[src/rtl/bgc_pkg.sv]
package bgc_pkg;

  // Strobes sent from the control half to the datapath half.
  typedef struct packed {
    logic issue;      // a column command goes out this cycle
    logic isWrite;    // the command is a write
    logic useLegacy;  // single-spacing mode is active
  } bgc_strobe_t;

endpackage

[src/rtl/bgc_done_pipe.sv]
module bgc_done_pipe #(
  parameter int DEPTH = 126,
  parameter int LAT_W = 7
) (
  input  logic             clk,
  input  logic             rst,
  input  logic             insert,
  input  logic [LAT_W-1:0] lat,
  output logic             pulse
);

  logic [DEPTH-1:0] slots;
  logic [DEPTH-1:0] newBit;

  // A token placed at index lat-1 reaches index 0 after lat-1 more shifts.
  // That is exactly lat cycles after the issue cycle.
  always_comb begin
    newBit = '0;
    if (insert) newBit = DEPTH'(1) << (lat - LAT_W'(1));
  end

  always_ff @(posedge clk) begin
    if (rst) slots <= '0;
    else     slots <= (slots >> 1) | newBit;
  end

  assign pulse = slots[0];

endmodule

[src/rtl/bgc_ctrl.sv]
module bgc_ctrl
  import bgc_pkg::*;
#(
  parameter int NUM_GROUPS = 4,
  parameter int BANK_W     = 4,
  parameter int GROUP_W    = 2
) (
  input  logic                  reqValid,
  input  logic                  reqWrite,
  input  logic [BANK_W-1:0]     reqBank,
  input  logic                  legacyMode,
  input  logic                  globalIdle,
  input  logic [NUM_GROUPS-1:0] groupIdle,
  output logic                  reqReady,
  output logic [GROUP_W-1:0]    reqGroup,
  output bgc_strobe_t           strobe
);

  assign reqGroup = reqBank[BANK_W-1 -: GROUP_W];

  // The group check is skipped in legacy mode; only the global spacing applies then.
  always_comb begin
    reqReady         = globalIdle && (legacyMode || groupIdle[reqGroup]);
    strobe.issue     = reqValid && reqReady;
    strobe.isWrite   = reqWrite;
    strobe.useLegacy = legacyMode;
  end

endmodule

[src/rtl/bgc_datapath.sv]
module bgc_datapath
  import bgc_pkg::*;
#(
  parameter int NUM_GROUPS = 4,
  parameter int GROUP_W    = 2,
  parameter int CW         = 6,
  parameter int LEGACY_CCD = 4
) (
  input  logic                  clk,
  input  logic                  rst,
  input  bgc_strobe_t           strobe,
  input  logic [GROUP_W-1:0]    issueGroup,
  input  logic [CW-1:0]         cfgShort,
  input  logic [CW-1:0]         cfgLong,
  input  logic [CW-1:0]         cfgCasRd,
  input  logic [CW-1:0]         cfgCasWr,
  input  logic [CW-1:0]         cfgBurst,
  output logic                  globalIdle,
  output logic [NUM_GROUPS-1:0] groupIdle,
  output logic                  rdDataValid,
  output logic                  wrDone
);

  localparam int LAT_W      = CW + 1;
  localparam int PIPE_DEPTH = 2 * ((1 << CW) - 1);

  logic [CW-1:0] globalCnt;
  logic [CW-1:0] globalLoad;

  assign globalLoad = strobe.useLegacy ? CW'(LEGACY_CCD - 1) : (cfgShort - CW'(1));

  always_ff @(posedge clk) begin
    if (rst)                    globalCnt <= '0;
    else if (strobe.issue)      globalCnt <= globalLoad;
    else if (globalCnt != '0)   globalCnt <= globalCnt - CW'(1);
  end

  assign globalIdle = (globalCnt == '0);

  // One spacing counter per bank group.
  for (genvar g = 0; g < NUM_GROUPS; g++) begin : gGroup
    logic [CW-1:0] grpCnt;
    logic          hit;
    assign hit = strobe.issue && !strobe.useLegacy && (issueGroup == GROUP_W'(g));
    always_ff @(posedge clk) begin
      if (rst)                grpCnt <= '0;
      else if (hit)           grpCnt <= cfgLong - CW'(1);
      else if (grpCnt != '0)  grpCnt <= grpCnt - CW'(1);
    end
    assign groupIdle[g] = (grpCnt == '0);
  end

  logic [LAT_W-1:0] rdLat;
  logic [LAT_W-1:0] wrLat;

  assign rdLat = {1'b0, cfgCasRd} + {1'b0, cfgBurst};
  assign wrLat = {1'b0, cfgCasWr} + {1'b0, cfgBurst};

  bgc_done_pipe #(.DEPTH(PIPE_DEPTH), .LAT_W(LAT_W)) rdPipe (
    .clk   (clk),
    .rst   (rst),
    .insert(strobe.issue && !strobe.isWrite),
    .lat   (rdLat),
    .pulse (rdDataValid)
  );

  bgc_done_pipe #(.DEPTH(PIPE_DEPTH), .LAT_W(LAT_W)) wrPipe (
    .clk   (clk),
    .rst   (rst),
    .insert(strobe.issue && strobe.isWrite),
    .lat   (wrLat),
    .pulse (wrDone)
  );

endmodule

[src/rtl/bg_col_gate.sv]
module bg_col_gate
  import bgc_pkg::*;
#(
  parameter int NUM_GROUPS      = 4,
  parameter int BANKS_PER_GROUP = 4,
  parameter int CW              = 6,
  parameter int PREFETCH        = 8,
  parameter int WORDS_PER_CLK   = 2,
  parameter int ROW_CODE_W      = 2,
  localparam int BANK_W         = $clog2(NUM_GROUPS * BANKS_PER_GROUP)
) (
  input  logic                  clk,
  input  logic                  rst,
  input  logic                  legacyMode,
  input  logic [CW-1:0]         cfgShort,
  input  logic [CW-1:0]         cfgLong,
  input  logic [CW-1:0]         cfgCasRd,
  input  logic [CW-1:0]         cfgCasWr,
  input  logic [CW-1:0]         cfgBurst,
  input  logic                  reqValid,
  input  logic                  reqWrite,
  input  logic [BANK_W-1:0]     reqBank,
  output logic                  reqReady,
  output logic                  cmdFire,
  output logic                  cmdWrite,
  output logic [BANK_W-1:0]     cmdBank,
  input  logic                  rowValid,
  input  logic [ROW_CODE_W-1:0] rowCode,
  output logic                  rowFire,
  output logic [ROW_CODE_W-1:0] rowCodeOut,
  output logic                  rdDataValid,
  output logic                  wrDone
);

  localparam int GROUP_W    = $clog2(NUM_GROUPS);
  localparam int LEGACY_CCD = PREFETCH / WORDS_PER_CLK;

  bgc_strobe_t           strobe;
  logic [GROUP_W-1:0]    reqGroup;
  logic                  globalIdle;
  logic [NUM_GROUPS-1:0] groupIdle;

  bgc_ctrl #(.NUM_GROUPS(NUM_GROUPS), .BANK_W(BANK_W), .GROUP_W(GROUP_W)) ctrl (
    .reqValid  (reqValid),
    .reqWrite  (reqWrite),
    .reqBank   (reqBank),
    .legacyMode(legacyMode),
    .globalIdle(globalIdle),
    .groupIdle (groupIdle),
    .reqReady  (reqReady),
    .reqGroup  (reqGroup),
    .strobe    (strobe)
  );

  bgc_datapath #(.NUM_GROUPS(NUM_GROUPS), .GROUP_W(GROUP_W), .CW(CW),
                 .LEGACY_CCD(LEGACY_CCD)) dp (
    .clk        (clk),
    .rst        (rst),
    .strobe     (strobe),
    .issueGroup (reqGroup),
    .cfgShort   (cfgShort),
    .cfgLong    (cfgLong),
    .cfgCasRd   (cfgCasRd),
    .cfgCasWr   (cfgCasWr),
    .cfgBurst   (cfgBurst),
    .globalIdle (globalIdle),
    .groupIdle  (groupIdle),
    .rdDataValid(rdDataValid),
    .wrDone     (wrDone)
  );

  assign cmdFire  = strobe.issue;
  assign cmdWrite = reqWrite;
  assign cmdBank  = reqBank;

  // Row commands bypass the column spacing logic.
  assign rowFire    = rowValid;
  assign rowCodeOut = rowCode;

endmodule

[config.mk]
export PLATFORM = sky130hd
export DESIGN_NAME = bg_col_gate
export DESIGN_NICKNAME = d
export VERILOG_FILES = /design/src/rtl/bgc_pkg.sv /design/src/rtl/bgc_done_pipe.sv /design/src/rtl/bgc_ctrl.sv /design/src/rtl/bgc_datapath.sv /design/src/rtl/bg_col_gate.sv
export SDC_FILE = /design/constraint.sdc
export NUM_CORES = 1
export LEC_CHECK = 0
export CORE_MARGIN = 2
export CORE_UTILIZATION = 56
export CTS_BUF_LIST = sky130_fd_sc_hd__clkbuf_4 sky130_fd_sc_hd__clkbuf_8
export CTS_CLUSTER_SIZE = 40
export DETAILED_ROUTE_END_ITERATION = 6
export PLACE_DENSITY = 0.78
export SLEW_MARGIN = 20
export SYNTH_ARGS = -nofsm -noshare
export SYNTH_HDL_FRONTEND = slang
export SYNTH_SLANG_ARGS = --single-unit
[constraint.sdc]
create_clock -name clk -period 3 [get_ports clk]
set_input_delay 0.3 -clock clk [delete_from_list [all_inputs] [get_ports clk]]
set_output_delay 0.3 -clock clk [all_outputs]
set_load 0.1 [all_outputs]
# Word level (Yosys, flattened, before mapping)

Index checks and enable logic that the tools add are counted.

Mux-type cells: 15
Reductions and logical operators: 28
Eq/ne operators: 3
Bitwise gates (word level): 2
Order comparisons: 1
Shift operators: 2
$add $sub $neg: 11

Operators by type and width:

| operator                                                                      | number |
|---|---|
| 126-bit two-way mux                                                           | 2 |
| 125-bit by 126-bit bitwise OR with 126-bit output                             | 2 |
| 1-bit by 7-bit << shifter with 126-bit output (first input constant)          | 2 |
| 6-bit two-way mux                                                             | 11 |
| 6-bit by 1-bit subtractor with 6-bit output (second input constant)           | 7 |
| 6-bit zero test                                                               | 5 |
| 6-bit nonzero test                                                            | 5 |
| 6-bit by 6-bit adder with 7-bit output                                        | 2 |
| 7-bit by 1-bit subtractor with 7-bit output (second input constant)           | 2 |
| 2-bit nonzero test                                                            | 5 |
| 1-bit logical AND                                                             | 9 |
| 2-bit equality test (second input constant)                                   | 2 |
| 2-bit by 3-bit less-than comparator with 1-bit output (second input constant) | 1 |
| 1-bit binary-select mux with 2-bit select                                     | 1 |
| 2-bit by 1-bit equality test with 1-bit output (second input constant)        | 1 |
| 1-bit zero test                                                               | 2 |
| 2-bit zero test                                                               | 1 |
| 1-bit logical OR                                                              | 1 |
| 1-bit two-way mux                                                             | 1 |

Word-level logic and storage cells: 69
Output and inout bits: 12
Flip-flop bits (word level): 282
Input port bits: 42

# Longest topological paths before layout

Gate-level depths: netlist of the first run.

Word-level depth: 9
Mapped depth: 12
Gate-level depth less buffers: 11

# Modules after synthesis

A second synthesis of the first run with hierarchy kept.

Cells, all modules: 1208
Area total of the unflattened synthesis: 11708.7 sq um

By module, submodules not included:

| module        | sequential area each (sq um) | cells an instance | area an instance (sq um) | instances |
|---|---|---|---|---|
| bgc_done_pipe | 2522.4                       | 455               | 4631.9                   | 2 |
| bgc_datapath  | 600.6                        | 283               | 2314.7                   | 1 |
| bgc_ctrl      | 0.0                          | 7                 | 70.1                     | 1 |
| bg_col_gate   | 0.0                          | 8                 | 60.1                     | 1 |

# Least setup slack after synthesis of the first run

Ideal clock, no wire load.

Path kind: flip-flop to output port
Start point: reg dp.gGroup[0].grpCnt[0]
End point: out cmdFire
Arrival time: 4623 ps
Slack: -1923 ps
Buffers on the path: 1
Required time: 2700 ps
Cell stages (with the launch flop): 9
Path through: dfxtp_1 inv_1 ha_1 or3b_1 nor3_1 mux4_2 buf_2 nor2_1 nor4_1

Longest elaborated chain between the ends: 6

Ends and longest elaborated chain:

| item                                      | line               | RTL |
|---|---|---|
| from (decl)                               | bgc_datapath.sv:42 | `logic [CW-1:0] grpCnt;` |
| from (signal assigned)                    | bgc_datapath.sv:47 | `else if (hit) grpCnt <= cfgLong - CW'(1);` |
| from (signal assigned)                    | bgc_datapath.sv:48 | `else if (grpCnt != '0) grpCnt <= grpCnt - CW'(1);` |
| 6-bit zero test                           | bgc_datapath.sv:50 | `assign groupIdle[g] = (grpCnt == '0);` |
| 1-bit binary-select mux with 2-bit select | bgc_ctrl.sv:23     | `reqReady = globalIdle && (legacyMode \|\| groupIdle[reqGroup]);` |
| 1-bit two-way mux (implied by the code)   | bgc_ctrl.sv:23     |  |
| 1-bit logical OR                          | bgc_ctrl.sv:23     |  |
| 1-bit logical AND                         | bgc_ctrl.sv:23     |  |
| 1-bit logical AND                         | bgc_ctrl.sv:24     | `strobe.issue = reqValid && reqReady;` |
| to (decl)                                 | bg_col_gate.sv:24  | `output logic cmdFire,` |

No other way between the ends. The select of a mux whose other input is x is not followed.

# Worst setup path after layout of the first run

Start point: reg dp.gGroup[0].grpCnt[1]
End point: out cmdFire

The elaborated chain is that of the path after synthesis.

==> flow_metrics.tcl, run 1 <==
set metrics [dict create \
    wl_met3_mm 1.34 \
    die_w_um 147 \
    worstSetupPathType "flop to output pin" \
    grt_pass1_vias 9475 \
    syn_avg_cell_area_um2 8.95 \
    rows 52 \
    reg2regPathDepth 10 \
    yosys.area_share.xor_xnor 0.0267 \
    crit_required_ps 2700 \
    worst_pin_slew_ps 960 \
    synth_compound_area_frac 0.203 \
    synth-seq-cells 282 \
    hold_end "dp.rdPipe.slots[51]" \
    r2r_end "dp.wrPipe.slots[10]" \
    ant_nets 0 \
    muxShareOfSynthArea 0.00730 \
    hold_violations 0 \
    dr_wl_met2_mm 13.5 \
    power.density_nw_per_um2 747 \
    fin_ws_ps -19.2 \
    worstPathMaxFanout 4 \
    wl_mm 27.2 \
    finalClockSkew_ps 30.9 \
    multiInputGateArea_um2 4630 \
    clock_latency_ps 560 \
    end_kind "output pin" \
    first_iter_violations 641 \
    final_layout_size_suffix_gt1_frac 0.169 \
    p_leak_uw 0.00511 \
    maxSlewHeadroom 0.358 \
    ys_seq_area_frac 0.492 \
    max_freq_ghz 0.331 \
    drv_cap 0 \
    grt_first_pass_wirelength_mm 45.1 \
    fp.dieH_um 147 \
    layout_min_cycle_time_ps 3020 \
    grt_overflow 0 \
    cts_buffers 46 \
    reg2reg_from "dp.gGroup[2].grpCnt[0]" \
    port_buffers 43 \
    finalNetCount 1503 \
    viasPerCell 5.54 \
    syn_inst 1282 \
    wl_per_cell_um 15.7 \
    syn_to_final_growth_pct 22.0 \
    cts_tree "built" \
    synth_top_family_by_area "compound AO/OA/AOI/OAI gates" \
    root_buffer "clkbuf_8" \
    path_clk_slew_ps 60 \
    synthSimpleGateAreaFrac 0.122 \
    tns_ps -19.2 \
    cts.path.max_buffers 3 \
    synth_warnings 0 \
    start_util 0.569 \
    gp_congestion 0.816 \
    final_area_um2 14000 \
    dieArea_um2 21700 \
    hp-start "rst" \
    drc_errors 0 \
    antenna-diode-count 0 \
    ioPinCount 54 \
    finalCritPeriodShare 1.01 \
    syn_area_um2 11500 \
    nFillCells 1535 \
    cts_max_level 2 \
    grt_max_degree 134 \
    antenna_found_initial 1 \
    cp.arrival_ps 2720 \
    final_core_util 0.694 \
    power.total_uw 10500 \
    dpl.hpwl_mm 18.0 \
    dr_total_vias 9591 \
    synth_largest_area_cell "dfxtp_1" \
    grt_setup_unrepaired "yes" \
    async_flop_share 0 \
    failed_checks "negative setup slack" \
    dr.pass1.iters 5 \
    cts.sinks 282 \
    finalSetupViolCount 1 \
    track_usage 0.252 \
    synth_adder_area_share 0.0373 \
    ys_top_cells_by_area "dfxtp_1, o22ai_1, inv_1" \
    highest_layer "met5" \
    rrSetupSlack_ps 110 \
    hold_slack_ps 259 \
    wl_met1_mm 11.6 \
    min_path_cells 2 \
    status "finished with violations" \
    max-vdd-ir-drop_mv 0.949 \
    seqCellArea_um2 5650 \
    startpoint_type "flop" \
    placedInstanceArea_um2 13000 \
    synth_nets 1357 \
    synthFlopType "dfxtp_1" \
    core_um2 20200 \
    ys_types 61 \
    hold_path_class "input port to flop" \
    drv_slew 0 \
    yosys.cell_count.top_type "dfxtp_1" \
    yosysTopAreaCellShare 0.492 \
    synth-edff-count 0 \
    synth_commonest_cells "dfxtp_1, inv_1, o22ai_1" \
]
==> cells in the final DEF (no fill, tap or decap), types with 3 or more instances in the layout <==
master	count
xor2_1	18
buf_12	13
nor3_1	12
nor4_1	3
nor3b_1	6
inv_1	260
o22ai_1	177
o41ai_1	8
nand3b_1	4
clkinv_2	7
nand2_1	77
a31oi_1	3
o211ai_1	7
and3b_1	3
buf_4	115
ha_1	29
o32ai_1	30
or3_1	12
o2111ai_1	7
o21ai_1	4
nand2b_1	53
mux2i_1	5
nor4_2	4
nand3_1	13
a21oi_1	10
nor2b_1	3
dfxtp_1	279
and3_1	5
clkbuf_8	52
clkbuf_4	19
and2_1	4
o2111ai_2	10
xnor2_1	17
dfxtp_2	3
o31ai_1	40
clkdlybuf4s50_1	36
a22oi_1	10
nor2_1	50
==> worst max path at each step <==
| stage | startpoint | to | slack [ps] | depth (start not counted) |
|---|---|---|---|---|
| finish | dp.gGroup[0].grpCnt[1] | cmdFire | -20 | 9 |
| global route | dp.gGroup[0].grpCnt[0] | cmdFire | -90 | 9 |
| CTS | dp.gGroup[0].grpCnt[0] | cmdFire | 4 | 9 |
| detailed placement | cfgBurst[2] | dp.rdPipe.slots[9] | -530 | 10 |
| global placement | cfgBurst[2] | dp.rdPipe.slots[7] | -480 | 10 |
| floorplan | dp.gGroup[0].grpCnt[0] | cmdFire | -140 | 8 |
==> layer usage <==
metal,vias up,GRT usage
met2,237,0.443
met3,63,0.0450
li1,4709,-
met4,2,0.0870
met5,-,0
met1,4580,0.311
==> layout make-up <==
type / instances / share of cell area
Timing Repair Buffer: 165 / 0.107
Multi-Input combinational cell: 671 / 0.331
Tap cell: 270 / 0.0241
Clock buffer: 71 / 0.0613
Clock inverter: 9 / 0.00357
Sequential cell: 282 / 0.403
Inverter: 262 / 0.0702
==> worst max-delay path, stage by stage (launching register included) <==
cell     delay, ps
dfxtp_2        330
inv_2           40
ha_2           190
or3b_4         420
nor3_2         110
buf_4          140
mux4_2         300
nor2_4          60
nor4_4         360
buf_12         230
==> stage by stage <==
step                      setup slack (ps)  instances
final                                -19.2       1730
after global routing                 -88.8       1730
after CTS                             4.13       1727
after detailed placement              -535       1645
after global placement                -480       1645
after floorplan                       -138       1282
==> logic make-up (layout without fill, tap and decap cells) <==
kind of cell / after synthesis / count (layout)
buffers and inverters: 329 / 507
AO/OA/AOI/OAI: 326 / 326
flip-flops: 282 / 282
AND/OR/NAND/NOR: 270 / 270
XOR/XNOR: 35 / 35
adder cells (fa/ha/maj): 33 / 33
multiplexers: 7 / 7
==> registers in the layout (all words and copies together), names as in the netlist <==
signal,cells
dp.rdPipe.slots,126
dp.wrPipe.slots,126
dp.gGroup.grpCnt,24
dp.globalCnt,6
==> report_power, final <==
part | internal (uW) | switching [uW] | total (uW) | leakage (uW)
clock | 1820 | 1440 | 3260 | 0.000489
sequential | 3930 | 189 | 4120 | 0.00228
combinational | 1330 | 1760 | 3080 | 0.00234
==> repair_timing <==
| item | 4_1_cts | 5_1_grt |
|---|---|---|
| pin swaps | 2 | 3 |
| cloned | 0 | 0 |
| buffers inserted | 2 | 3 |
| hold buffers | 0 | 0 |
| endpoints found under the setup margin | 2 | 31 |
| resized for setup | 4 | 12 |
(Power assumes the default switching activity.)
==> run 2, diff against run 1 <==
--- a/config.mk
+++ b/config.mk
@@ -11,6 +11,7 @@
 export CTS_CLUSTER_SIZE = 40
 export DETAILED_ROUTE_END_ITERATION = 6
 export PLACE_DENSITY = 0.78
+export SKIP_LAST_GASP = 1
 export SLEW_MARGIN = 20
 export SYNTH_ARGS = -nofsm -noshare
 export SYNTH_HDL_FRONTEND = slang
==> flow_metrics.tcl, run 2 (synthesis results as in run 1) <==
set metrics [dict create \
    status "finished with violations" \
    failed_checks "negative setup slack" \
    fin_ws_ps -27.6 \
    cts_max_level 2 \
    crit_required_ps 2700 \
    grt_pass1_vias 9475 \
    path_clk_slew_ps 60 \
    dpl.hpwl_mm 18.0 \
    layout_min_cycle_time_ps 3030 \
    placedInstanceArea_um2 13000 \
    power.density_nw_per_um2 746 \
    worstPathMaxFanout 4 \
    crit_chain "inv_1 > ha_2 > or3b_4 > nor3_2 > buf_4 > mux4_2 > nor2_4 > nor4_4 > buf_12" \
    clock_latency_ps 560 \
    core_um2 20200 \
    max-vdd-ir-drop_mv 0.950 \
    final_layout_size_suffix_gt1_frac 0.166 \
    path_buf_inv 3 \
    finalCritPeriodShare 1.01 \
    finalClockSkew_ps 31.5 \
    syn_to_final_growth_pct 22.0 \
    antenna-diode-count 0 \
    rows 52 \
    cts.sinks 282 \
    fp.dieH_um 147 \
    ant_nets 0 \
    startpoint_type "flop" \
    drv_cap 0 \
    p_leak_uw 0.00511 \
    top_regs "dp.rdPipe.slots x126, dp.wrPipe.slots x126, dp.gGroup.grpCnt x24" \
    drc_errors 0 \
    worstSetupPathType "flop to output pin" \
    hold_path_class "input port to flop" \
    rrSetupSlack_ps 110 \
    clkPwrFrac 0.312 \
    finalSetupViolCount 1 \
    drv_slew 0 \
    grt_max_degree 134 \
    final_core_util 0.694 \
    die_w_um 147 \
    finalNetCount 1503 \
    grt_first_pass_wirelength_mm 45.1 \
    intPower_uw 7070 \
    start_util 0.569 \
    dr.pass1.iters 5 \
    dp_slack_ps -535 \
    viasPerCell 5.53 \
    critical_path.top_delay_family "simple AND/OR/NAND/NOR gates" \
    ioPinCount 54 \
    worst_pin_slew_ps 960 \
    holdBufCountCts 0 \
    port_buffers 43 \
    dieArea_um2 21700 \
    final_area_um2 14000 \
    power.share.switching 0.324 \
    crit_path_max_incr_delay_ps 420 \
    final_cell_mix "dfxtp_1, inv_1, o22ai_1" \
    netSwitchingPower_uw 3380 \
    track_usage 0.252 \
    cts_buffers 46 \
    cts_tree "built" \
    end_kind "output pin" \
    antenna_found_initial 1 \
    p_seq_frac 0.394 \
    power.total_uw 10400 \
    maxSlewHeadroom 0.358 \
    p_comb_frac 0.294 \
    gp_congestion 0.816 \
    first_iter_violations 645 \
    cpMaxStageDelayCell "or3b_4" \
    cts.path.max_buffers 3 \
    hold_violations 0 \
    grt_overflow 0 \
    wl_mm 27.1 \
    tns_ps -27.6 \
    nFillCells 1534 \
    grt_setup_unrepaired "yes" \
    layout_commonest_cell "dfxtp_1" \
    cp.arrival_ps 2730 \
    max_freq_ghz 0.330 \
    root_buffer "clkbuf_8" \
    dr_total_vias 9570 \
    wl_per_cell_um 15.7 \
]
run 2: cell counts in the layout (fill, tap and decap cells not counted):
Identical to the previous run, type by type.
run 2: power by group through the flow:
stage	logic (uW)	registers, uW	clock network [uW]
floorplan	1940	4130	0
global placement	2830	4160	0
detailed placement	2890	4180	0
CTS	2980	4100	3300
global route	3330	4130	3480
finish	3070	4110	3260
run 2: per-layer routing:
metal	share of wire	up-vias	GRT usage	wire, um
met2	0.50	236	0.443	13400
li1	-	4712	-	-
met1	0.43	4555	0.311	11600
met5	0.00059	-	0	16
met3	0.050	65	0.0450	1340
met4	0.025	2	0.0870	689
run 2: layout make-up:
class	count	area, um^2	area share
multi-input cells	671	4630	0.331
well taps	270	338	0.0241
inverters	262	983	0.0702
repair buffers	165	1500	0.107
clock buffers	71	858	0.0613
flip-flops and latches	282	5650	0.403
clock inverters	9	50.0	0.00357
run 2: what timing repair did:
item,4_1_cts,5_1_grt
buffers inserted,2,3
setup endpoints to repair,2,31
gates cloned,0,0
gates resized for setup,4,8
pin swaps,2,3
run 2: path summary, 6_finish.rpt:
path | cells past startpoint | to | from
max | 9 | cmdFire | dp.gGroup[0].grpCnt[1]
min | 2 | dp.rdPipe.slots[51] | rst
max reg2reg | 10 | dp.wrPipe.slots[10] | dp.gGroup[2].grpCnt[0]
min reg2reg | 2 | dp.wrPipe.slots[18] | dp.wrPipe.slots[19]
run 2: worst register-to-register path: cells and delay by family, from the launching register on:
| kind | cells | cell delay, ps |
|---|---|---|
| multiplexers | 1 | 530 |
| adder cells (fa/ha/maj) | 1 | 230 |
| AO/OA/AOI/OAI | 2 | 740 |
| buffers and inverters | 4 | 550 |
| AND/OR/NAND/NOR | 2 | 330 |
| flip-flops | 1 | 360 |
run 2: through the flow:
stage | hold slack, ps | instances
final | 262 | 1730
after CTS | 230 | 1727
after detailed placement | 420 | 1645
after floorplan | 405 | 1282
after global placement | 410 | 1645
after global routing | 267 | 1730
